===== config.mk =====
export PLATFORM = sky130hd
export DESIGN_NAME = uart_modem_status
export DESIGN_NICKNAME = d
export VERILOG_FILES = /design/src/rtl/msr_pkg.sv /design/src/rtl/msr_sync.sv /design/src/rtl/msr_flags.sv /design/src/rtl/uart_modem_status.sv
export SDC_FILE = /design/constraint.sdc
export NUM_CORES = 1
export LEC_CHECK = 0
export BUFFER_PORTS_ARGS = -buffer_cell sky130_fd_sc_hd__clkbuf_2
export CORE_MARGIN = 2
export CORE_UTILIZATION = 45
export DETAILED_ROUTE_END_ITERATION = 10
export MAX_ROUTING_LAYER = met4
export PLACE_DENSITY = 0.72
export SYNTH_ARGS = -nofsm -noshare
export SYNTH_HDL_FRONTEND = slang
export SYNTH_SLANG_ARGS = --single-unit

===== constraint.sdc =====
create_clock -name clk -period 1.1 [get_ports clk]
set_clock_uncertainty 0.1 [all_clocks]
set_input_delay 0 -clock clk [delete_from_list [all_inputs] [get_ports clk]]
set_output_delay 0 -clock clk [all_outputs]
set_load 0.02 [all_outputs]

===== src/rtl/msr_pkg.sv =====
package msr_pkg;
    localparam int LINES = 4;

    // line vector order (index = status bit - 4)
    localparam int LN_CTS = 0;
    localparam int LN_DSR = 1;
    localparam int LN_RI  = 2;
    localparam int LN_DCD = 3;

    // modem control bit positions
    localparam int MC_DTR  = 0;
    localparam int MC_RTS  = 1;
    localparam int MC_OUT1 = 2;
    localparam int MC_OUT2 = 3;

    // lines whose flag fires on a high-to-low transition only
    localparam logic [LINES-1:0] FALL_ONLY_MASK = 4'b0100;

    typedef logic [LINES-1:0] line_vec_t;
endpackage


===== src/rtl/msr_sync.sv =====
module msr_sync #(
    parameter int   WIDTH   = 4,
    parameter int   STAGES  = 2,
    parameter logic RST_VAL = 1'b1
) (
    input  logic             clk,
    input  logic             rst,
    input  logic [WIDTH-1:0] d,
    output logic [WIDTH-1:0] q
);
    logic [WIDTH-1:0] stage_q [STAGES];

    always_ff @(posedge clk) begin
        if (rst) begin
            for (int k = 0; k < STAGES; k++) begin
                stage_q[k] <= {WIDTH{RST_VAL}};
            end
        end else begin
            stage_q[0] <= d;
            for (int k = 1; k < STAGES; k++) begin
                stage_q[k] <= stage_q[k-1];
            end
        end
    end

    assign q = stage_q[STAGES-1];
endmodule


===== src/rtl/msr_flags.sv =====
module msr_flags #(
    parameter int               WIDTH     = 4,
    parameter logic [WIDTH-1:0] FALL_ONLY = '0
) (
    input  logic             clk,
    input  logic             rst,
    input  logic [WIDTH-1:0] lvl,
    input  logic             rd_clr,
    output logic [WIDTH-1:0] flags
);
    logic [WIDTH-1:0] prev_q;
    logic [WIDTH-1:0] evt;

    always_ff @(posedge clk) begin
        if (rst) prev_q <= '1;
        else     prev_q <= lvl;
    end

    for (genvar i = 0; i < WIDTH; i++) begin : g_line
        if (FALL_ONLY[i]) begin : g_fall
            assign evt[i] = prev_q[i] & ~lvl[i];
        end else begin : g_any
            assign evt[i] = prev_q[i] ^ lvl[i];
        end

        always_ff @(posedge clk) begin
            if (rst)         flags[i] <= 1'b0;
            else if (evt[i]) flags[i] <= 1'b1;
            else if (rd_clr) flags[i] <= 1'b0;
        end
    end
endmodule


===== src/rtl/uart_modem_status.sv =====
module uart_modem_status
    import msr_pkg::*;
#(
    parameter int SYNC_STAGES = 2
) (
    input  logic       clk,
    input  logic       rst,
    input  logic       n_dcd,
    input  logic       n_ri,
    input  logic       n_dsr,
    input  logic       n_cts,
    input  logic       loop_en,
    input  logic [3:0] mctl,
    input  logic       rd_stb,
    input  logic       irq_en,
    output logic [7:0] rd_data,
    output logic       irq
);
    line_vec_t pin_raw;
    line_vec_t pin_sync;
    line_vec_t loop_lvl;
    line_vec_t line_lvl;
    line_vec_t flags;

    always_comb begin
        pin_raw         = '0;
        pin_raw[LN_DCD] = n_dcd;
        pin_raw[LN_RI]  = n_ri;
        pin_raw[LN_DSR] = n_dsr;
        pin_raw[LN_CTS] = n_cts;
    end

    msr_sync #(
        .WIDTH  (LINES),
        .STAGES (SYNC_STAGES),
        .RST_VAL(1'b1)
    ) u_sync (
        .clk(clk),
        .rst(rst),
        .d  (pin_raw),
        .q  (pin_sync)
    );

    // looped control bits expressed as equivalent active-low line levels
    always_comb begin
        loop_lvl         = '0;
        loop_lvl[LN_DCD] = ~mctl[MC_OUT2];
        loop_lvl[LN_RI]  = ~mctl[MC_OUT1];
        loop_lvl[LN_DSR] = ~mctl[MC_DTR];
        loop_lvl[LN_CTS] = ~mctl[MC_RTS];
    end

    assign line_lvl = loop_en ? loop_lvl : pin_sync;

    msr_flags #(
        .WIDTH    (LINES),
        .FALL_ONLY(FALL_ONLY_MASK)
    ) u_flags (
        .clk   (clk),
        .rst   (rst),
        .lvl   (line_lvl),
        .rd_clr(rd_stb),
        .flags (flags)
    );

    assign rd_data = {~line_lvl, flags};
    assign irq     = irq_en & (|flags);
endmodule


## Word-level counts from Yosys, hierarchy flattened

Memory sizes are Yosys's and may differ from the RTL's.
Cells that the tools add are included.
Widths: inputs -> output; s select.

- Muxes and demuxes: 11
- Reduce and logical (&&, ||, !) cells: 5
- Bitwise operators: 13

Operators by type and width:

| operator | count |
|---|---|
| $mux 4 | 3 |
| $mux 1 | 8 |
| $reduce_bool 2->1 | 4 |
| $not 1->1 | 5 |
| $not 4->4 | 1 |
| $reduce_or 4->1 | 1 |
| $xor 1x1->1 | 3 |
| $and 1x1->1 | 2 |
| $or 1x1->1 | 2 |

- Output and inout port bits: 9
- Bits in writable memories: 8
- Bits of input ports: 13
- Memories kept: 1
- Register bits: 8

Memory list:

| name | depth | bits a word | rd ports | clocked after Yosys merged registers in | write ports | line | text |
|---|---|---|---|---|---|---|---|
| u_sync.stage_q | 2 | 4 | 2 | 0 | 2 | msr_sync.sv:11 | `logic [WIDTH-1:0] stage_q [STAGES];` |

## Longest topological paths before layout

- Depth after elaboration: 5
- Depth in mapped cells: 3

## Modules after synthesis

From an unflattened synthesis, not the netlist that was laid out.

- Cells, all modules: 58
- Area total of the unflattened synthesis: 640.6 um^2

By module, submodules not included:

| module | area each (um^2) | times used | sequential area each (um^2) | cells an instance |
|---|---|---|---|---|
| msr_flags | 262.8 | 1 | 160.2 | 24 |
| msr_sync | 240.2 | 1 | 160.2 | 20 |
| uart_modem_status | 137.6 | 1 | 0.0 | 14 |

## Worst setup path after synthesis

No wires, ideal clock.

- Path type: register to register
- Start point: register, netlist name u_flags.flags[3]
- End point: register u_flags.flags[3]
- Stages on the path, launching flop included: 4
- Arrival: 0.823 ns
- Slack: 0.049 ns
- Path through: dfxtp_1 nor2b_1 a211oi_1 a211oi_2

RTL lines:

| item | line | text |
|---|---|---|
| to (signal, indexed assignment) | msr_flags.sv:27 | `if (rst) flags[i] <= 1'b0;` |
| to (signal, indexed assignment) | msr_flags.sv:28 | `else if (evt[i]) flags[i] <= 1'b1;` |
| to (signal, indexed assignment) | msr_flags.sv:29 | `else if (rd_clr) flags[i] <= 1'b0;` |
| to (decl) | msr_flags.sv:9 | `output logic [WIDTH-1:0] flags` |

## Worst setup path in the final report

- Start point: register u_flags.flags[0]
- End point: output irq

- Word-level cells in the longest chain between the ends: 2

RTL lines:

| item | line | text |
|---|---|---|
| $reduce_or 4->1 | uart_modem_status.sv:67 | `assign irq = irq_en & (\|flags);` |
| $and 1x1->1 | uart_modem_status.sv:67 |  |
| to (decl) | uart_modem_status.sv:17 | `output logic irq` |

Every way passes these cells.

==> results.txt <==
- Library cell used as clock root buffer: sky130_fd_sc_hd__clkbuf_4
- Die Span Y: around 40 um
* Crit share post-route: 117%
- Number of distinct standard cells referenced by the synthesized netlist: 16
- Yosys printed 0 warnings.
- Min-delay worst type: in -> reg
- Mapped Cells: 60
- Share of Yosys cell area claimed by the top area cell type: 51.7%
* Total design power: 1280 uW
- Cell taking the most area after synthesis: sky130_fd_sc_hd__dfxtp_1
- The total count of hold-check failures in the final report was 0.
- TritonCTS built the clock tree.
- The slowest stage of the critical path is the sky130_fd_sc_hd__o41a_1 cell.
- Switching Power: ~300 uW
* Most common flop cell mapped by yosys: sky130_fd_sc_hd__dfxtp_1
* Proportion of power drawn by the clock network: ~30%
* CP Max Fanout: 2
* Category of the critical setup timing path: reg -> out
- The worst setup path is captured at a primary output.
- Maximum number of pins on one net before global-route repair: 17
- From left edge to right edge, the die measures approximately 41 um.
* Row count: 13
- Syn_nets: 73
- Wire length reported by the detailed router: about 1100 um
- Commonest cells post-synth: 16 x sky130_fd_sc_hd__dfxtp_1, 12 x sky130_fd_sc_hd__nand2b_1, 6 x sky130_fd_sc_hd__or2_2
* Peak per-stage delay on the critical path: about 0.42 ns
- Placeable Area: approximately 1300 sq um
* Worst rel slew slack: 82.3%
- Dividing the synthesized area by the synthesized cell count gives 10.3 sq um.
* Area of the die: ~1700 sq um
* Clock slew at the register clock pins of the worst setup and hold paths: 0.09 ns
* Worst-case vdd ir drop: 1170 uV
* Post-synthesis to final-layout area growth: 50.9%
- The internal portion of the total power is 971 uW.
* Share of post-route cells with drive strength above 1: ~52%
- In this run the cell area of the synthesized design comes to slightly above 600 sq um.
- Synth top area cells: sky130_fd_sc_hd__dfxtp_1 52%, sky130_fd_sc_hd__nand2b_1 12%, sky130_fd_sc_hd__a211oi_2 6.1%, sky130_fd_sc_hd__or2_2 6.1%, sky130_fd_sc_hd__and2_4 4.2%
- Avg Vias per Cell: between 4 and 5
- Final Critical Period: 1.28 ns
* Data arrival time at the worst-slack endpoint: roughly 1.2 ns
- GR Util All Layers: between 10% and 20%
- Counting the buffers created by CTS gives 3.
- STA classifies the critical path startpoint as a flop.
* Total number of vias: 505
* Global-route wire length before repair: between 1500 and 2000 um
* Maximum level of the CTS H-tree: 1
- For this design the top-level I/O count stands at 22.
- After detailed routing, the average wire length per cell comes to 10.2 um.
- The number of global-route vias before repair is 430.
- Derived from the worst setup path, the maximum achievable clock frequency is 779 MHz.
- Of the total power, the share spent switching nets is around a quarter.
- Counting flops and latches in the post-synthesis netlist gives 16.
* Antenna cells: 0
- Final ANT Viol Nets: 0
- Initial core utilization: 47.6%
- Number of iterations in the first detailed-routing pass: 2
- Worst-Margin Slew: roughly 0.26 ns
* Data required time at the worst endpoint: 1.00 ns
- Routability-driven placement finished with a final weighted congestion of about 0.54.
- Walking the worst path, the cells encountered are o41a_1, clkbuf_8.
- Total leakage power: 0.000436 uW
* Dpl hpwl: ~700 um
- The tool flagged a number of max-cap violations equal to 0.
- The flow ran to the end, but the final reports show violations.
- Count of final setup violators: 1
* Number of antenna violations at the first check in global routing: 0
- Share of synthesized registers carrying an async set or reset: 0%
* Number of enable flip-flop cells after synthesis: 0
* Unrepaired setup endpoints after global routing: true
- For this design the ratio of total power to cell area is about 1400 nW/um^2.
- Drc violations: 0
- Clock Path Buffers: 2
- Sequential fraction of the synthesis area: 51.7%
- Worst skew pair latency: ~0.28 ns
* Proportion of power drawn by combinational gates: 21.0%
* Remaining Overflow, GRT: 0
- Post-route setup TNS: -0.183 ns
* Top-count cell post-synth: sky130_fd_sc_hd__dfxtp_1
* Number of clock sinks: 16
* Part of the total power dissipated in sequential elements: 49.4%
- The number of max-slew violations in the final report is 0.
- Setup WS post-layout: -0.183 ns
- After the first detailed-routing iteration, the DRC count stood at 3.
* Net count, final: 109
- Failing checks: setup timing
* Count of input and output buffers: 21
registers in the layout, indices dropped and copies added (netlist names):
register and flops:
u_flags.flags 4, u_flags.prev_q 4, u_sync.stage_q 8
cell type report:
class                           count  area [sq um]
Clock buffer                        4          36.3
Fill cell                         101           367
Inverter                            3          11.3
Multi-Input combinational cell     40           298
Sequential cell                    16           324
Tap cell                           15          18.8
Timing Repair Buffer               32           246
worst max-delay path, delay by kind of cell, from the launching register on:
kind | cells | cell delay (ns)
AO/OA/AOI/OAI | 1 | 0.42
flip-flops | 1 | 0.33
buffers and inverters | 1 | 0.16
stage by stage:
stage	util (%)	cells	hold slack [ns]	cell area, sq um	setup slack [ns]
finish	71.8	110	0.0569	935	-0.183
global route	71.8	110	0.0732	935	-0.231
CTS	68.2	106	0.0163	887	-0.192
detailed placement	56.7	95	0.0844	738	0.0796
global placement	56.7	95	0.0830	738	0.108
floorplan	-	60	0.00381	619	0.0490
layer usage:
metal,vias up,global-route usage [%],routed length [um]
li1,264,-,-
met1,221,16.4,480
met2,18,27.0,576
met3,2,4.89,55
met4,0,7.26,5
met5,-,-,0
power groups by stage:
stage	combinational, uW	sequential, uW	clock [uW]
global route	295	637	411
CTS	242	632	394
floorplan	117	659	0
finish	269	632	378
global placement	190	644	0
detailed placement	194	645	0
timing repair:
item	in CTS	in global routing
resized for setup	11	8
pin swaps	1	4
hold buffers	6	0
cloned	0	0
endpoints found under the setup margin	4	6
endpoints found under the hold margin	8	0
setup buffers	1	4
final timing paths:
check / startpoint / endpoint / slack, ns / depth (start not counted)
hold / removal: mctl[2] / u_flags.flags[2]$_SDFFE_PP0P_ / 0.06 / 4
setup reg to reg: u_sync.stage_q[0][4]$_SDFF_PP1_ / u_flags.flags[0]$_SDFFE_PP0P_ / 0.07 / 4
setup / recovery: u_flags.flags[0]$_SDFFE_PP0P_ / irq / -0.18 / 2
hold reg to reg: u_sync.stage_q[0][1]$_SDFF_PP1_ / u_sync.stage_q[0][5]$_SDFF_PP1_ / 0.31 / 1
logic make-up after synthesis:
family          synth area share (%)
flops                           51.7
simple gates                    33.3
buf+inv                         2.63
compound gates                  12.3
cell usage in the layout (no fill, tap or decap), types with 3 or more instances in the layout:
cell,count
sky130_fd_sc_hd__clkbuf_2,16
sky130_fd_sc_hd__clkbuf_4,3
sky130_fd_sc_hd__and2_4,4
sky130_fd_sc_hd__dlygate4sd3_1,6
sky130_fd_sc_hd__dfxtp_2,3
sky130_fd_sc_hd__clkbuf_8,3
sky130_fd_sc_hd__buf_4,5
sky130_fd_sc_hd__a211oi_2,4
sky130_fd_sc_hd__nand2b_1,12
sky130_fd_sc_hd__inv_1,3
sky130_fd_sc_hd__nor2_1,3
sky130_fd_sc_hd__or2_2,6
sky130_fd_sc_hd__dfxtp_1,13
Note: power is estimated with default switching activity, not from simulation.
